===== src/rtl/ctx_mmu_pkg.sv =====
package ctx_mmu_pkg;
  localparam int unsigned VA_W   = 32;
  localparam int unsigned OFS_W  = 12;
  localparam int unsigned VPN_W  = VA_W - OFS_W;
  localparam int unsigned PPN_W  = 20;
  localparam int unsigned IDX_W  = VPN_W / 2;
  localparam int unsigned WADR_W = PPN_W + IDX_W;
  localparam int unsigned PTE_W  = 32;
  localparam int unsigned PRESENT_BIT = 0;

  typedef enum logic [1:0] {
    WK_IDLE,
    WK_DIR,
    WK_TBL
  } walk_state_e;

  function automatic logic pte_present(input logic [PTE_W-1:0] w);
    return w[PRESENT_BIT];
  endfunction

  function automatic logic [PPN_W-1:0] pte_ppn(input logic [PTE_W-1:0] w);
    return w[PTE_W-1 -: PPN_W];
  endfunction
endpackage


===== src/rtl/ctx_mmu_ctxregs.sv =====
module ctx_mmu_ctxregs
  import ctx_mmu_pkg::*;
#(
  parameter int unsigned CTX_W = 4
) (
  input  logic             clk_i,
  input  logic             rst_ni,
  input  logic             ctx_wr_i,
  input  logic [CTX_W-1:0] ctx_i,
  input  logic             pdir_wr_i,
  input  logic [PPN_W-1:0] pdir_i,
  output logic [CTX_W-1:0] ctx_o,
  output logic [PPN_W-1:0] pdir_o
);
  always_ff @(posedge clk_i or negedge rst_ni) begin
    if (!rst_ni) begin
      ctx_o  <= '0;
      pdir_o <= '0;
    end else begin
      if (ctx_wr_i)  ctx_o  <= ctx_i;
      if (pdir_wr_i) pdir_o <= pdir_i;
    end
  end
endmodule


===== src/rtl/ctx_mmu_tlb.sv =====
module ctx_mmu_tlb
  import ctx_mmu_pkg::*;
#(
  parameter int unsigned NUM_ENTRIES = 4,
  parameter int unsigned CTX_W       = 4
) (
  input  logic                   clk_i,
  input  logic                   rst_ni,
  input  logic [CTX_W-1:0]       lk_ctx_i,
  input  logic [VPN_W-1:0]       lk_vpn_i,
  output logic                   lk_hit_o,
  output logic [PPN_W-1:0]       lk_ppn_o,
  output logic [NUM_ENTRIES-1:0] lk_match_o,
  input  logic                   fill_i,
  input  logic [CTX_W-1:0]       fill_ctx_i,
  input  logic [VPN_W-1:0]       fill_vpn_i,
  input  logic [PPN_W-1:0]       fill_ppn_i,
  input  logic                   flush_i
);
  localparam int unsigned PTR_W = (NUM_ENTRIES > 1) ? $clog2(NUM_ENTRIES) : 1;
  localparam logic [PTR_W-1:0] PTR_LAST = PTR_W'(NUM_ENTRIES - 1);

  logic [NUM_ENTRIES-1:0] valid_q;
  logic [CTX_W-1:0]       ctx_q [NUM_ENTRIES];
  logic [VPN_W-1:0]       vpn_q [NUM_ENTRIES];
  logic [PPN_W-1:0]       ppn_q [NUM_ENTRIES];
  logic [PTR_W-1:0]       rr_q;
  logic                   do_fill;

  assign do_fill = fill_i && !flush_i;

  for (genvar g = 0; g < NUM_ENTRIES; g++) begin : g_cmp
    assign lk_match_o[g] = valid_q[g] && (ctx_q[g] == lk_ctx_i) && (vpn_q[g] == lk_vpn_i);
  end

  assign lk_hit_o = |lk_match_o;

  always_comb begin
    lk_ppn_o = '0;
    for (int i = 0; i < NUM_ENTRIES; i++) begin
      if (lk_match_o[i]) lk_ppn_o = lk_ppn_o | ppn_q[i];
    end
  end

  always_ff @(posedge clk_i or negedge rst_ni) begin
    if (!rst_ni) begin
      valid_q <= '0;
      for (int i = 0; i < NUM_ENTRIES; i++) begin
        ctx_q[i] <= '0;
        vpn_q[i] <= '0;
        ppn_q[i] <= '0;
      end
    end else if (flush_i) begin
      valid_q <= '0;
    end else if (do_fill) begin
      for (int i = 0; i < NUM_ENTRIES; i++) begin
        if (rr_q == PTR_W'(i)) begin
          valid_q[i] <= 1'b1;
          ctx_q[i]   <= fill_ctx_i;
          vpn_q[i]   <= fill_vpn_i;
          ppn_q[i]   <= fill_ppn_i;
        end
      end
    end
  end

  always_ff @(posedge clk_i or negedge rst_ni) begin
    if (!rst_ni)      rr_q <= '0;
    else if (do_fill) rr_q <= (rr_q == PTR_LAST) ? '0 : rr_q + 1'b1;
  end
endmodule


===== src/rtl/ctx_mmu_walker.sv =====
module ctx_mmu_walker
  import ctx_mmu_pkg::*;
#(
  parameter int unsigned CTX_W = 4
) (
  input  logic              clk_i,
  input  logic              rst_ni,
  input  logic              start_i,
  input  logic [VPN_W-1:0]  vpn_i,
  input  logic [CTX_W-1:0]  ctx_i,
  input  logic [PPN_W-1:0]  pdir_i,
  output logic              busy_o,
  output logic              done_o,
  output logic              fault_o,
  output logic [PPN_W-1:0]  ppn_o,
  output logic [VPN_W-1:0]  vpn_o,
  output logic [CTX_W-1:0]  ctx_o,
  output logic              mem_req_o,
  output logic [WADR_W-1:0] mem_addr_o,
  input  logic [PTE_W-1:0]  mem_rdata_i,
  input  logic              mem_rvalid_i
);
  walk_state_e      state_q;
  logic [VPN_W-1:0] vpn_q;
  logic [CTX_W-1:0] ctx_q;
  logic [PPN_W-1:0] pdir_q;
  logic [PPN_W-1:0] tbl_q;
  logic             unused_flags;

  assign unused_flags = ^mem_rdata_i[OFS_W-1:1];

  assign busy_o    = (state_q != WK_IDLE);
  assign mem_req_o = busy_o;
  assign vpn_o     = vpn_q;
  assign ctx_o     = ctx_q;
  assign ppn_o     = pte_ppn(mem_rdata_i);

  always_comb begin
    mem_addr_o = '0;
    done_o     = 1'b0;
    fault_o    = 1'b0;
    unique case (state_q)
      WK_DIR: begin
        mem_addr_o = {pdir_q, vpn_q[VPN_W-1 -: IDX_W]};
        if (mem_rvalid_i && !pte_present(mem_rdata_i)) begin
          done_o  = 1'b1;
          fault_o = 1'b1;
        end
      end
      WK_TBL: begin
        mem_addr_o = {tbl_q, vpn_q[IDX_W-1:0]};
        if (mem_rvalid_i) begin
          done_o  = 1'b1;
          fault_o = !pte_present(mem_rdata_i);
        end
      end
      default: ;
    endcase
  end

  always_ff @(posedge clk_i or negedge rst_ni) begin
    if (!rst_ni) begin
      state_q <= WK_IDLE;
      vpn_q   <= '0;
      ctx_q   <= '0;
      pdir_q  <= '0;
      tbl_q   <= '0;
    end else begin
      unique case (state_q)
        WK_IDLE: if (start_i) begin
          vpn_q   <= vpn_i;
          ctx_q   <= ctx_i;
          pdir_q  <= pdir_i;
          state_q <= WK_DIR;
        end
        WK_DIR: if (mem_rvalid_i) begin
          if (pte_present(mem_rdata_i)) begin
            tbl_q   <= pte_ppn(mem_rdata_i);
            state_q <= WK_TBL;
          end else begin
            state_q <= WK_IDLE;
          end
        end
        WK_TBL: if (mem_rvalid_i) state_q <= WK_IDLE;
        default: state_q <= WK_IDLE;
      endcase
    end
  end
endmodule


===== src/rtl/ctx_mmu.sv =====
module ctx_mmu
  import ctx_mmu_pkg::*;
#(
  parameter int unsigned NUM_ENTRIES = 4,
  parameter int unsigned CTX_W       = 4
) (
  input  logic              clk_i,
  input  logic              rst_ni,
  input  logic              req_valid_i,
  input  logic [VA_W-1:0]   req_vaddr_i,
  output logic              req_ready_o,
  output logic              resp_valid_o,
  output logic              resp_fault_o,
  output logic [VA_W-1:0]   resp_paddr_o,
  input  logic              ctx_wr_i,
  input  logic [CTX_W-1:0]  ctx_id_i,
  input  logic              pdir_wr_i,
  input  logic [PPN_W-1:0]  pdir_ppn_i,
  input  logic              flush_i,
  output logic              mem_req_o,
  output logic [WADR_W-1:0] mem_addr_o,
  input  logic [PTE_W-1:0]  mem_rdata_i,
  input  logic              mem_rvalid_i
);
  logic [CTX_W-1:0]       cur_ctx;
  logic [PPN_W-1:0]       cur_pdir;
  logic                   lk_hit;
  logic [PPN_W-1:0]       lk_ppn;
  logic [NUM_ENTRIES-1:0] lk_match;
  logic                   accept, hit_acc, miss_acc;
  logic                   wk_busy, wk_done, wk_fault;
  logic [PPN_W-1:0]       wk_ppn;
  logic [VPN_W-1:0]       wk_vpn;
  logic [CTX_W-1:0]       wk_ctx;
  logic [OFS_W-1:0]       ofs_q;
  logic                   rsp_v_q, rsp_f_q;
  logic [VA_W-1:0]        rsp_pa_q;

  assign req_ready_o = !wk_busy;
  assign accept      = req_valid_i && req_ready_o;
  assign hit_acc     = accept && lk_hit;
  assign miss_acc    = accept && !lk_hit;

  ctx_mmu_ctxregs #(.CTX_W(CTX_W)) u_regs (
    .clk_i    (clk_i),
    .rst_ni   (rst_ni),
    .ctx_wr_i (ctx_wr_i),
    .ctx_i    (ctx_id_i),
    .pdir_wr_i(pdir_wr_i),
    .pdir_i   (pdir_ppn_i),
    .ctx_o    (cur_ctx),
    .pdir_o   (cur_pdir)
  );

  ctx_mmu_tlb #(.NUM_ENTRIES(NUM_ENTRIES), .CTX_W(CTX_W)) u_tlb (
    .clk_i     (clk_i),
    .rst_ni    (rst_ni),
    .lk_ctx_i  (cur_ctx),
    .lk_vpn_i  (req_vaddr_i[VA_W-1:OFS_W]),
    .lk_hit_o  (lk_hit),
    .lk_ppn_o  (lk_ppn),
    .lk_match_o(lk_match),
    .fill_i    (wk_done && !wk_fault),
    .fill_ctx_i(wk_ctx),
    .fill_vpn_i(wk_vpn),
    .fill_ppn_i(wk_ppn),
    .flush_i   (flush_i)
  );

  ctx_mmu_walker #(.CTX_W(CTX_W)) u_walk (
    .clk_i       (clk_i),
    .rst_ni      (rst_ni),
    .start_i     (miss_acc),
    .vpn_i       (req_vaddr_i[VA_W-1:OFS_W]),
    .ctx_i       (cur_ctx),
    .pdir_i      (cur_pdir),
    .busy_o      (wk_busy),
    .done_o      (wk_done),
    .fault_o     (wk_fault),
    .ppn_o       (wk_ppn),
    .vpn_o       (wk_vpn),
    .ctx_o       (wk_ctx),
    .mem_req_o   (mem_req_o),
    .mem_addr_o  (mem_addr_o),
    .mem_rdata_i (mem_rdata_i),
    .mem_rvalid_i(mem_rvalid_i)
  );

  always_ff @(posedge clk_i or negedge rst_ni) begin
    if (!rst_ni) begin
      ofs_q    <= '0;
      rsp_v_q  <= 1'b0;
      rsp_f_q  <= 1'b0;
      rsp_pa_q <= '0;
    end else begin
      if (miss_acc) ofs_q <= req_vaddr_i[OFS_W-1:0];
      rsp_v_q <= hit_acc || wk_done;
      rsp_f_q <= wk_done && wk_fault;
      if (hit_acc)                   rsp_pa_q <= {lk_ppn, req_vaddr_i[OFS_W-1:0]};
      else if (wk_done && !wk_fault) rsp_pa_q <= {wk_ppn, ofs_q};
      else if (wk_done)              rsp_pa_q <= '0;
    end
  end

  assign resp_valid_o = rsp_v_q;
  assign resp_fault_o = rsp_f_q;
  assign resp_paddr_o = rsp_pa_q;
endmodule


===== config.mk =====
export PLATFORM = sky130hd
export DESIGN_NAME = ctx_mmu
export DESIGN_NICKNAME = d
export VERILOG_FILES = /design/src/rtl/ctx_mmu_pkg.sv /design/src/rtl/ctx_mmu_ctxregs.sv /design/src/rtl/ctx_mmu_tlb.sv /design/src/rtl/ctx_mmu_walker.sv /design/src/rtl/ctx_mmu.sv
export SDC_FILE = /design/constraint.sdc
export NUM_CORES = 1
export LEC_CHECK = 0
export BUFFER_PORTS_ARGS = -buffer_cell sky130_fd_sc_hd__buf_4
export CORE_AREA = 2 2 172 174
export CTS_BUF_LIST = sky130_fd_sc_hd__clkbuf_16
export DETAILED_ROUTE_END_ITERATION = 8
export DIE_AREA = 0 0 174 176
export HOLD_SLACK_MARGIN = 0.15
export PLACE_DENSITY = 0.77
export SYNTH_ARGS = -nofsm -noshare
export SYNTH_HDL_FRONTEND = slang
export SYNTH_HIERARCHICAL = 1
export SYNTH_SLANG_ARGS = --single-unit

===== constraint.sdc =====
create_clock -name clk_i -period 2.45 [get_ports clk_i]
set_input_delay 0.3675 -clock clk_i [delete_from_list [all_inputs] [get_ports clk_i]]
set_output_delay 0.3675 -clock clk_i [all_outputs]
set_load 0.02 [all_outputs]

# == Yosys cells after proc, flatten, opt, wreduce, memory -nomap -nowiden ==
# Cells that the tools add are included.
# word_totals
reg_bits,318
latchBits,0
ramBits,0
rom_bits,0
word_cells,116
n_memories,0
# classes
n_addsub,1
multipliers,0
n_div,0
n_lt_le_gt_ge,0
n_eq_ne,16
shifts,0
muxes,25
bitwise,4
n_reduce_logical,42
# ops
cell,n
32-bit two-way mux,3
20-bit == test,4
20-bit two-way mux,4
20-bit OR,3
30-bit one-hot mux with 2 select lines,1
3-bit AND reduction,6
4-bit == test,4
1-bit logical AND,15
2-bit nonzero test,6
2-bit two-way mux,5
2-bit AND reduction,5
4-bit two-way mux,2
1-bit two-way mux,7
2-bit == test (second input constant),3
2-bit != test (second input constant),3
2-bit one-hot mux with 3 select lines,1
1-bit logical NOT,5
2-bit by 1-bit == test with 1-bit output (second input constant),2
2-bit logical NOT,2
1-bit one-hot mux with 2 select lines,2
4-bit OR reduction,1
3-bit nonzero test,1
2-bit by 1-bit adder with 2-bit output (second input constant),1
1-bit logical OR,1
1-bit inverter,1

# == Logic depth before layout (Yosys ltp) ==
# Gate-level depths: netlist of the first run.
# depth
depth_word,11
mapped_depth,13
depth_no_buf,9

# == Hierarchy ==
# Netlist of the first run, hierarchy kept.
# modules_own_cells
module,instances,cells_per_inst,area_per_inst_um2,seq_area_each_um2
ctx_mmu_tlb,1,676,8680.8,4554.4
ctx_mmu_walker,1,249,3286.9,1651.6
ctx_mmu,1,215,2469.9,1151.1
ctx_mmu_ctxregs,1,50,968.4,600.6

# == Least setup slack after synthesis of the first run ==
# Ideal clock, no wire load.
# synth_path
path_type,reg-to-reg
from,register u_regs.ctx_o[2]
to,"register u_walk.ctx_q[0], in the netlist u_walk/ctx_o[0]"
setup_ns,0.125
arrival_ns,2.579
t_required_ns,2.325
setup_slack_ns,-0.254
stages_incl_launch_ff,12
period_less_slack_ns,2.704
cell_sequence,dfrtp_1 > buf_2 > xnor2_1 > nand4_1 > nor2_1 > and3_4 > or4_1 > nor3b_4 > buf_6 > nand2_2 > buf_2 > mux2_2
# synth_between
elab_chain_len,7
elab_cells_between_ends,16
classes_between,4 x eq/ne; 12 x reduce/logical
# synth_lines
element,line_no,rtl
start: declaration,ctx_mmu_ctxregs.sv:12,"output logic [CTX_W-1:0] ctx_o,"
start signal: assignment,ctx_mmu_ctxregs.sv:20,if (ctx_wr_i) ctx_o <= ctx_i;
4-bit == test,ctx_mmu_tlb.sv:33,assign lk_match_o[g] = valid_q[g] && (ctx_q[g] == lk_ctx_i) && (vpn_q[g] == lk_vpn_i);
1-bit logical AND (2 in series),ctx_mmu_tlb.sv:33,
net lk_match[2],ctx_mmu.sv:29,logic [NUM_ENTRIES-1:0] lk_match;
4-bit OR reduction,ctx_mmu_tlb.sv:36,assign lk_hit_o = |lk_match_o;
net lk_hit,ctx_mmu.sv:27,logic lk_hit;
1-bit logical NOT,ctx_mmu.sv:42,assign miss_acc = accept && !lk_hit;
1-bit logical AND,ctx_mmu.sv:42,
net miss_acc,ctx_mmu.sv:30,"logic accept, hit_acc, miss_acc;"
2-bit AND reduction (no source line),n/a,
end signal: assignment,ctx_mmu_walker.sv:72,ctx_q <= ctx_i;
end: declaration,ctx_mmu_walker.sv:25,logic [CTX_W-1:0] ctx_q;
# The timed path passes the listed nets, and every way through them passes these cells.
# A chain may end at the register's enable or synchronous reset.

# == Worst setup path in the final report of the first run ==
# layout_path
from,register u_regs.ctx_o[3]
to,register u_walk.state_q[0]
# layout_between
elab_chain_len,8
elab_cells_between_ends,17
classes_between,5 x eq/ne; 12 x reduce/logical
# layout_lines
element,line_no,rtl
4-bit == test,ctx_mmu_tlb.sv:33,
1-bit logical AND (2 in series),ctx_mmu_tlb.sv:33,
net lk_match[2],ctx_mmu.sv:29,
4-bit OR reduction,ctx_mmu_tlb.sv:36,
net lk_hit,ctx_mmu.sv:27,
1-bit logical NOT,ctx_mmu.sv:42,
1-bit logical AND,ctx_mmu.sv:42,
2-bit != test (no source line),n/a,
3-bit AND reduction (no source line),n/a,
end signal: assignment,ctx_mmu_walker.sv:81,state_q <= WK_IDLE;
end signal: assignment,ctx_mmu_walker.sv:84,WK_TBL: if (mem_rvalid_i) state_q <= WK_IDLE;
end signal: assignment,ctx_mmu_walker.sv:85,default: state_q <= WK_IDLE;
end: declaration,ctx_mmu_walker.sv:23,walk_state_e state_q;
# The timed path passes the listed nets, and every way through them passes these cells.

==> impl_metrics.ini, run 1 <==
[outcome]
outcome = finished with violations
violations = setup timing

[clock_tree]
cts_made_buffers = 34
clk_pin_slew_ns = 0.06
cts.sinks = 318
cts_tree = done
clockBufferDepth = 3
cts.htree.levels = 2
root_buffer = clkbuf_16
insertion_delay_ns = 0.52

[pwr]
fin_total_pwr_mw = 21.82
powerDensity_nw_per_um2 = 1152
ir_worst_vdd_mv = 0.7720
power.leakage_nw = 8.744

[detailed_routing]
routedWlPerCell_um = 22.65
vias_per_cell = 6.052
firstDrtPassIters = 5
drc = 0
drt_iter0_drc = 1171
drtAntennaViolNets = 0
wirelength_um = 40260
vias = 10760

[setup_path]
r2r_cells = 11
critPathSlowestCell = dfrtp_2
critPathMaxFanout = 5
crit_family = simple AND/OR/NAND/NOR gates
critPathKind = reg2reg
regToRegSetupSlack_ns = -0.25
cp_cell_sequence = xnor2_4, nand4_1, nor4_4, and3_4, or4_4, nor3b_4, buf_12, buf_4, nand2b_4, o21ai_2, mux2_2
crit_buf_inv = 2
cp-end-kind = register
r2r_end = u_walk/state_q[0]$_DFFE_PN0P_
reg2reg_from = u_regs/ctx_o[3]$_DFFE_PN0P_
crit_path_max_incr_delay_ns = 0.49
critPathArrivalTime_ns = 3.08
worstPathRequired_ns = 2.83
start_kind = register

[sta]
period_needed_ns = 2.697
max_freq_ghz = 0.3708
layout_setup_ws_ns = -0.2468
fin_crit_sh_pct = 110.1
hold-worst-slack_ns = 0.1646
setup_viol = 91
final-max-slew-violation-count = 0
slew_headroom_pct = 55.61
tightestPinTransition_ns = 0.6658
fin_skew_ns = 0.03555
rsz0062_at_grt = yes
final-hold-violation-count = 0
fin_tns_setup_ns = -17.88

[placed_design]
hpwl_um = 24960
placement.cell_area_um2 = 17160
gp_congestion = 0.8243
io_buffers = 149

[layout]
final_common_cell = dfrtp_1
layout.nets = 1478
final_cell_mix = dfrtp_1 (314), mux2_2 (193), buf_4 (189)
layout-drive-gt1-share_pct = 41.10
n_antenna_cell = 0
synthToLayoutAreaGrowth_pct = 22.97
fin_area_um2 = 18940

[floorplan]
core_region_area_um2 = 28550
initial_core_util_pct = 53.97
die_h_um = 176
pin_count = 161
die_w_um = 174
dieArea_um2 = 30620
rows = 62

[min_path]
hold_depth = 2
hp-start = req_vaddr_i[22]
worst_hold_path_type = in2reg
hold-path-endpoint = u_walk/vpn_o[10]$_DFFE_PN0P_

[logic_synthesis]
ys_seq_area_share_pct = 51.65
syn-cell-area_um2 = 15410
postSynth.asyncResetShare_pct = 100.0
synth_flop_cell = dfrtp_1
syn-instance-count = 1190
yosysWarnings = 6
ys_ff_latch = 318
synth_nets = 1293
ys_types = 37
syn_area_per_cell_um2 = 12.95
synth_edf_count = 0

[global_route]
grtUsageTotal_pct = 26.04
gr-total-overflow = 0
antenna_found_initial = 1
grt_pass1_wl_um = 63020
grt_pass1_vias = 11020
grt_max_degree = 79

[run]
maxCapViolCount = 0
## synthesized netlist by cell type, types with 4 or more instances
cell	number	area (um2)
a22oi_1	30	225.2
clkbuf_1	35	131.4
buf_4	26	195.2
dfrtp_1	318	7958
nand2_1	11	41.29
ha_1	8	100.1
nand3b_1	33	247.7
inv_1	11	41.29
nor2b_1	32	200.2
nor2_1	6	22.52
mux2_4	40	600.6
and4bb_2	29	362.9
nor3_1	5	25.02
mux2_2	205	2308
nand2b_1	35	219.0
nor4_2	4	50.05
mux2_1	32	360.4
a31oi_1	32	200.2
xnor2_1	84	735.7
o21ai_0	8	40.04
xor2_1	12	105.1
nand4_1	120	750.7
buf_2	53	265.3
## flip-flops by register name, summed over array words and instances, names as in the netlist
signal,cells
u_walk/tbl_q,20
u_tlb/vpn_q,80
resp_valid_o,1
u_walk/pdir_q,20
u_regs/pdir_o,20
u_tlb/ppn_q,80
u_walk/state_q,2
u_walk/ctx_o,4
resp_fault_o,1
u_tlb/valid_q,4
resp_paddr_o,32
u_walk/vpn_o,20
u_tlb/rr_q,2
ofs_q,12
u_tlb/ctx_q,16
u_regs/ctx_o,4
## area by class of cell
class	count	area (um2)
fill	2050	9603
clock buffer	34	850.8
sequential	318	7963
tap	384	480.5
multi-input combinational	742	6989
inverter	11	41.29
timing repair buffer	268	2495
clock inverter	21	125.1
## timing repair
action | CTS | global route
cloned | 1 | 3
setup buffers | 3 | 0
pin swaps | 12 | 2
resized for setup | 30 | 23
endpoints found under the setup margin | 100 | 217
hold endpoints to repair | 122 | 0
hold buffers | 47 | 0
## power by group
group	internal (mW)	leakage (nW)	switching, mW
combinational	4.32	4.17	3.81
sequential	7.44	4.07	1.60
clock	2.61	0.500	2.03
## kinds of logic after synthesis
| logic type | Yosys count | share of synthesized area (%) |
|---|---|---|
| xor gates and xnor gates | 96 | 5.458 |
| AOI/OAI and AO/OA | 73 | 3.167 |
| muxes | 277 | 21.22 |
| DFF | 318 | 51.65 |
| and+or+nand+nor | 288 | 13.26 |
| adders and majority gates | 8 | 0.6497 |
| buffers and inverters | 130 | 4.589 |
## routing by layer
layer	GRT usage [%]	up-vias	share of wire, %
met4	7.633	0	2.7
met2	42.55	486	48
li1	-	4675	-
met3	4.113	104	7.1
met1	36.30	5495	43
met5	0	-	0
## stage by stage
step / cells / utilization, % / setup WS [ns]
after global routing: 1778 / 66.36 / -0.3241
final: 1778 / 66.36 / -0.2468
after global placement: 1669 / 60.10 / -0.2840
after detailed placement: 1669 / 60.10 / -0.3166
after CTS: 1775 / 65.76 / -0.2474
after floorplan: 1190 / - / -0.1065
## how the worst max path moves through the flow
stage / cells after the start / slack [ns] / start / end
4_1_cts: 10 / -0.25 / u_regs/ctx_o[2]$_DFFE_PN0P_ / u_walk/vpn_o[17]$_DFFE_PN0P_
5_1_grt: 10 / -0.32 / u_regs/ctx_o[1]$_DFFE_PN0P_ / u_walk/vpn_o[17]$_DFFE_PN0P_
2_1_floorplan: 11 / -0.11 / u_regs/ctx_o[1]$_DFFE_PN0P_ / u_walk/ctx_o[0]$_DFFE_PN0P_
3_5_place_dp: 11 / -0.32 / req_vaddr_i[22] / u_walk/vpn_o[0]$_DFFE_PN0P_
3_3_place_gp: 11 / -0.28 / req_vaddr_i[22] / u_walk/pdir_q[17]$_DFFE_PN0P_
6_report: 11 / -0.25 / u_regs/ctx_o[3]$_DFFE_PN0P_ / u_walk/state_q[0]$_DFFE_PN0P_
Note: power is estimated with default switching activity, not from simulation.
==> run 2, diff against run 1 <==
- HOLD_SLACK_MARGIN: 0.15 -> 0.08
- SETUP_SLACK_MARGIN: default -> 0.5
==> run 2 against run 1 <==
  * Combinational power grew 55%
  * Cell area is 13% higher
  * Die area unchanged
  * Clock power increased by 9.5%
  * Via count grew 18%
  * Sequential cell count unchanged
  * Fmax fell by 7.2%
  * The flow finishes with violations (capacitance limit, slew limit, setup timing)
  * Critical endpoint is now resp_paddr_o[9]$_DFFE_PN0P_
  * Core utilization increased by 8.4 points
  * Non-clock buffer count up 37
  * Critical path depth did not move
  * Global-route usage is 6.6 points higher
  * Final cell count up 3.8%
==> impl_metrics.ini, run 2 (synthesis results as in run 1) <==
[placed_design]
gp_congestion = 0.7836
io_buffers = 149
hpwl_um = 24180
placement.cell_area_um2 = 17090

[setup_path]
critPathMaxFanout = 4
critPathSlowestCell = nor4bb_1
cp_cell_sequence = xnor2_1, nand4_1, nor4_4, and3_4, or4_4, buf_6, buf_12, buf_4, buf_6, nor4bb_1, a31oi_2
start_kind = register
cp-end-kind = register
crit_buf_inv = 4
worstPathRequired_ns = 2.83
crit_path_max_incr_delay_ns = 0.45
critPathKind = reg2reg
r2r_end = resp_paddr_o[9]$_DFFE_PN0P_
crit_family = simple AND/OR/NAND/NOR gates
critPathArrivalTime_ns = 3.29
regToRegSetupSlack_ns = -0.46
reg2reg_from = u_tlb/vpn_q[59]$_DFFE_PN0P_
r2r_cells = 11
crit_top_cell = buf_6

[detailed_routing]
routedWlPerCell_um = 32.39
firstDrtPassIters = 6
drt_iter0_drc = 1937
drtAntennaViolNets = 0
vias_per_cell = 6.885
drc = 0
wirelength_um = 59750
vias = 12700

[clock_tree]
cts.htree.levels = 2
root_buffer = clkbuf_16
cts_tree = done
clk_pin_slew_ns = 0.06
clockBufferDepth = 3
cts_made_buffers = 34
insertion_delay_ns = 0.53
cts.sinks = 318

[outcome]
violations = capacitance limit, slew limit, setup timing
outcome = finished with violations

[global_route]
gr-total-overflow = 0
grt_max_degree = 97
grt_pass1_vias = 12060
grtUsageTotal_pct = 32.64
antenna_found_initial = 0
grt_pass1_wl_um = 76130

[sta]
hold-worst-slack_ns = 0.08720
max_freq_ghz = 0.3440
final-hold-violation-count = 0
tightestPinTransition_ns = 1.544
final-max-slew-violation-count = 18
rsz0062_at_grt = yes
fin_crit_sh_pct = 118.6
period_needed_ns = 2.907
fin_skew_ns = 0.02153
layout_setup_ws_ns = -0.4567
setup_viol = 280
slew_headroom_pct = -2.949

[min_path]
hold-path-endpoint = u_regs/pdir_o[8]$_DFFE_PN0P_
worst_hold_path_type = in2reg
hp-start = pdir_ppn_i[8]
hold_depth = 2

[pwr]
ir_worst_vdd_mv = 0.8280
power.leakage_nw = 9.599
powerDensity_nw_per_um2 = 1276

[run]
maxCapViolCount = 2

[floorplan]
rows = 62
die_h_um = 176
die_w_um = 174
core_region_area_um2 = 28550
pin_count = 161
dieArea_um2 = 30620
initial_core_util_pct = 53.97

[layout]
layout-drive-gt1-share_pct = 54.96
fin_area_um2 = 21350
final_cell_mix = dfrtp_1 (314), buf_4 (175), mux2_2 (172)
layout.nets = 1540
synthToLayoutAreaGrowth_pct = 38.56
n_antenna_cell = 0
final_common_cell = dfrtp_1
run 2: power breakdown:
part           internal, mW  switching [mW]  total [mW]
logic                  6.69            5.94        12.6
clock network          2.81            2.27        5.08
registers              7.44            2.09        9.53
run 2: layer usage:
layer	vias up	part of all wire [%]	global-route usage [%]
li1	4844	-	-
met1	6306	35	42.74
met2	1177	45	51.81
met3	376	12	7.084
met4	0	7.8	16.32
met5	-	0	0
run 2: through the flow:
| step | instances | TNS (ns) | power (mW) | worst slack [ns] | utilization, % |
|---|---|---|---|---|---|
| floorplan | 1190 | -3.666 | 14.28 | -0.09010 | - |
| global placement | 1642 | -16.90 | 16.52 | -0.2078 | 59.87 |
| detailed placement | 1642 | -19.09 | 16.85 | -0.2621 | 59.87 |
| CTS | 1796 | -9.435 | 24.40 | -0.1488 | 70.19 |
| global route | 1845 | -43.97 | 27.80 | -0.4815 | 74.78 |
| finish | 1845 | -39.51 | 27.24 | -0.4567 | 74.78 |
run 2: what timing repair did:
item,CTS,global route
hold endpoints to repair,52,0
resized for setup,172,135
cloned,32,11
hold buffers,8,0
pin swaps,19,20
setup buffers,54,38
endpoints found under the setup margin,303,305
run 2: cell type report:
type	instances	area [um2]
clock buffer	35	875.8
clock inverter	25	172.7
fill	1538	7201
inverter	11	50.05
multi-input combinational	767	8382
sequential	318	7963
tap	384	480.5
timing repair buffer	305	3423
run 2: worst max-delay path by stage:
| stage | to | cells past startpoint | slack [ns] | from |
|---|---|---|---|---|
| 2_1_floorplan | u_walk/ctx_o[0]$_DFFE_PN0P_ | 11 | -0.09 | u_regs/ctx_o[1]$_DFFE_PN0P_ |
| 3_3_place_gp | u_walk/ctx_o[2]$_DFFE_PN0P_ | 11 | -0.21 | req_vaddr_i[31] |
| 3_5_place_dp | resp_paddr_o[9]$_DFFE_PN0P_ | 10 | -0.26 | req_vaddr_i[18] |
| 4_1_cts | u_walk/vpn_o[19]$_DFFE_PN0P_ | 10 | -0.15 | u_regs/ctx_o[3]$_DFFE_PN0P_ |
| 5_1_grt | resp_paddr_o[9]$_DFFE_PN0P_ | 11 | -0.48 | u_tlb/vpn_q[59]$_DFFE_PN0P_ |
| 6_report | resp_paddr_o[9]$_DFFE_PN0P_ | 11 | -0.46 | u_tlb/vpn_q[59]$_DFFE_PN0P_ |
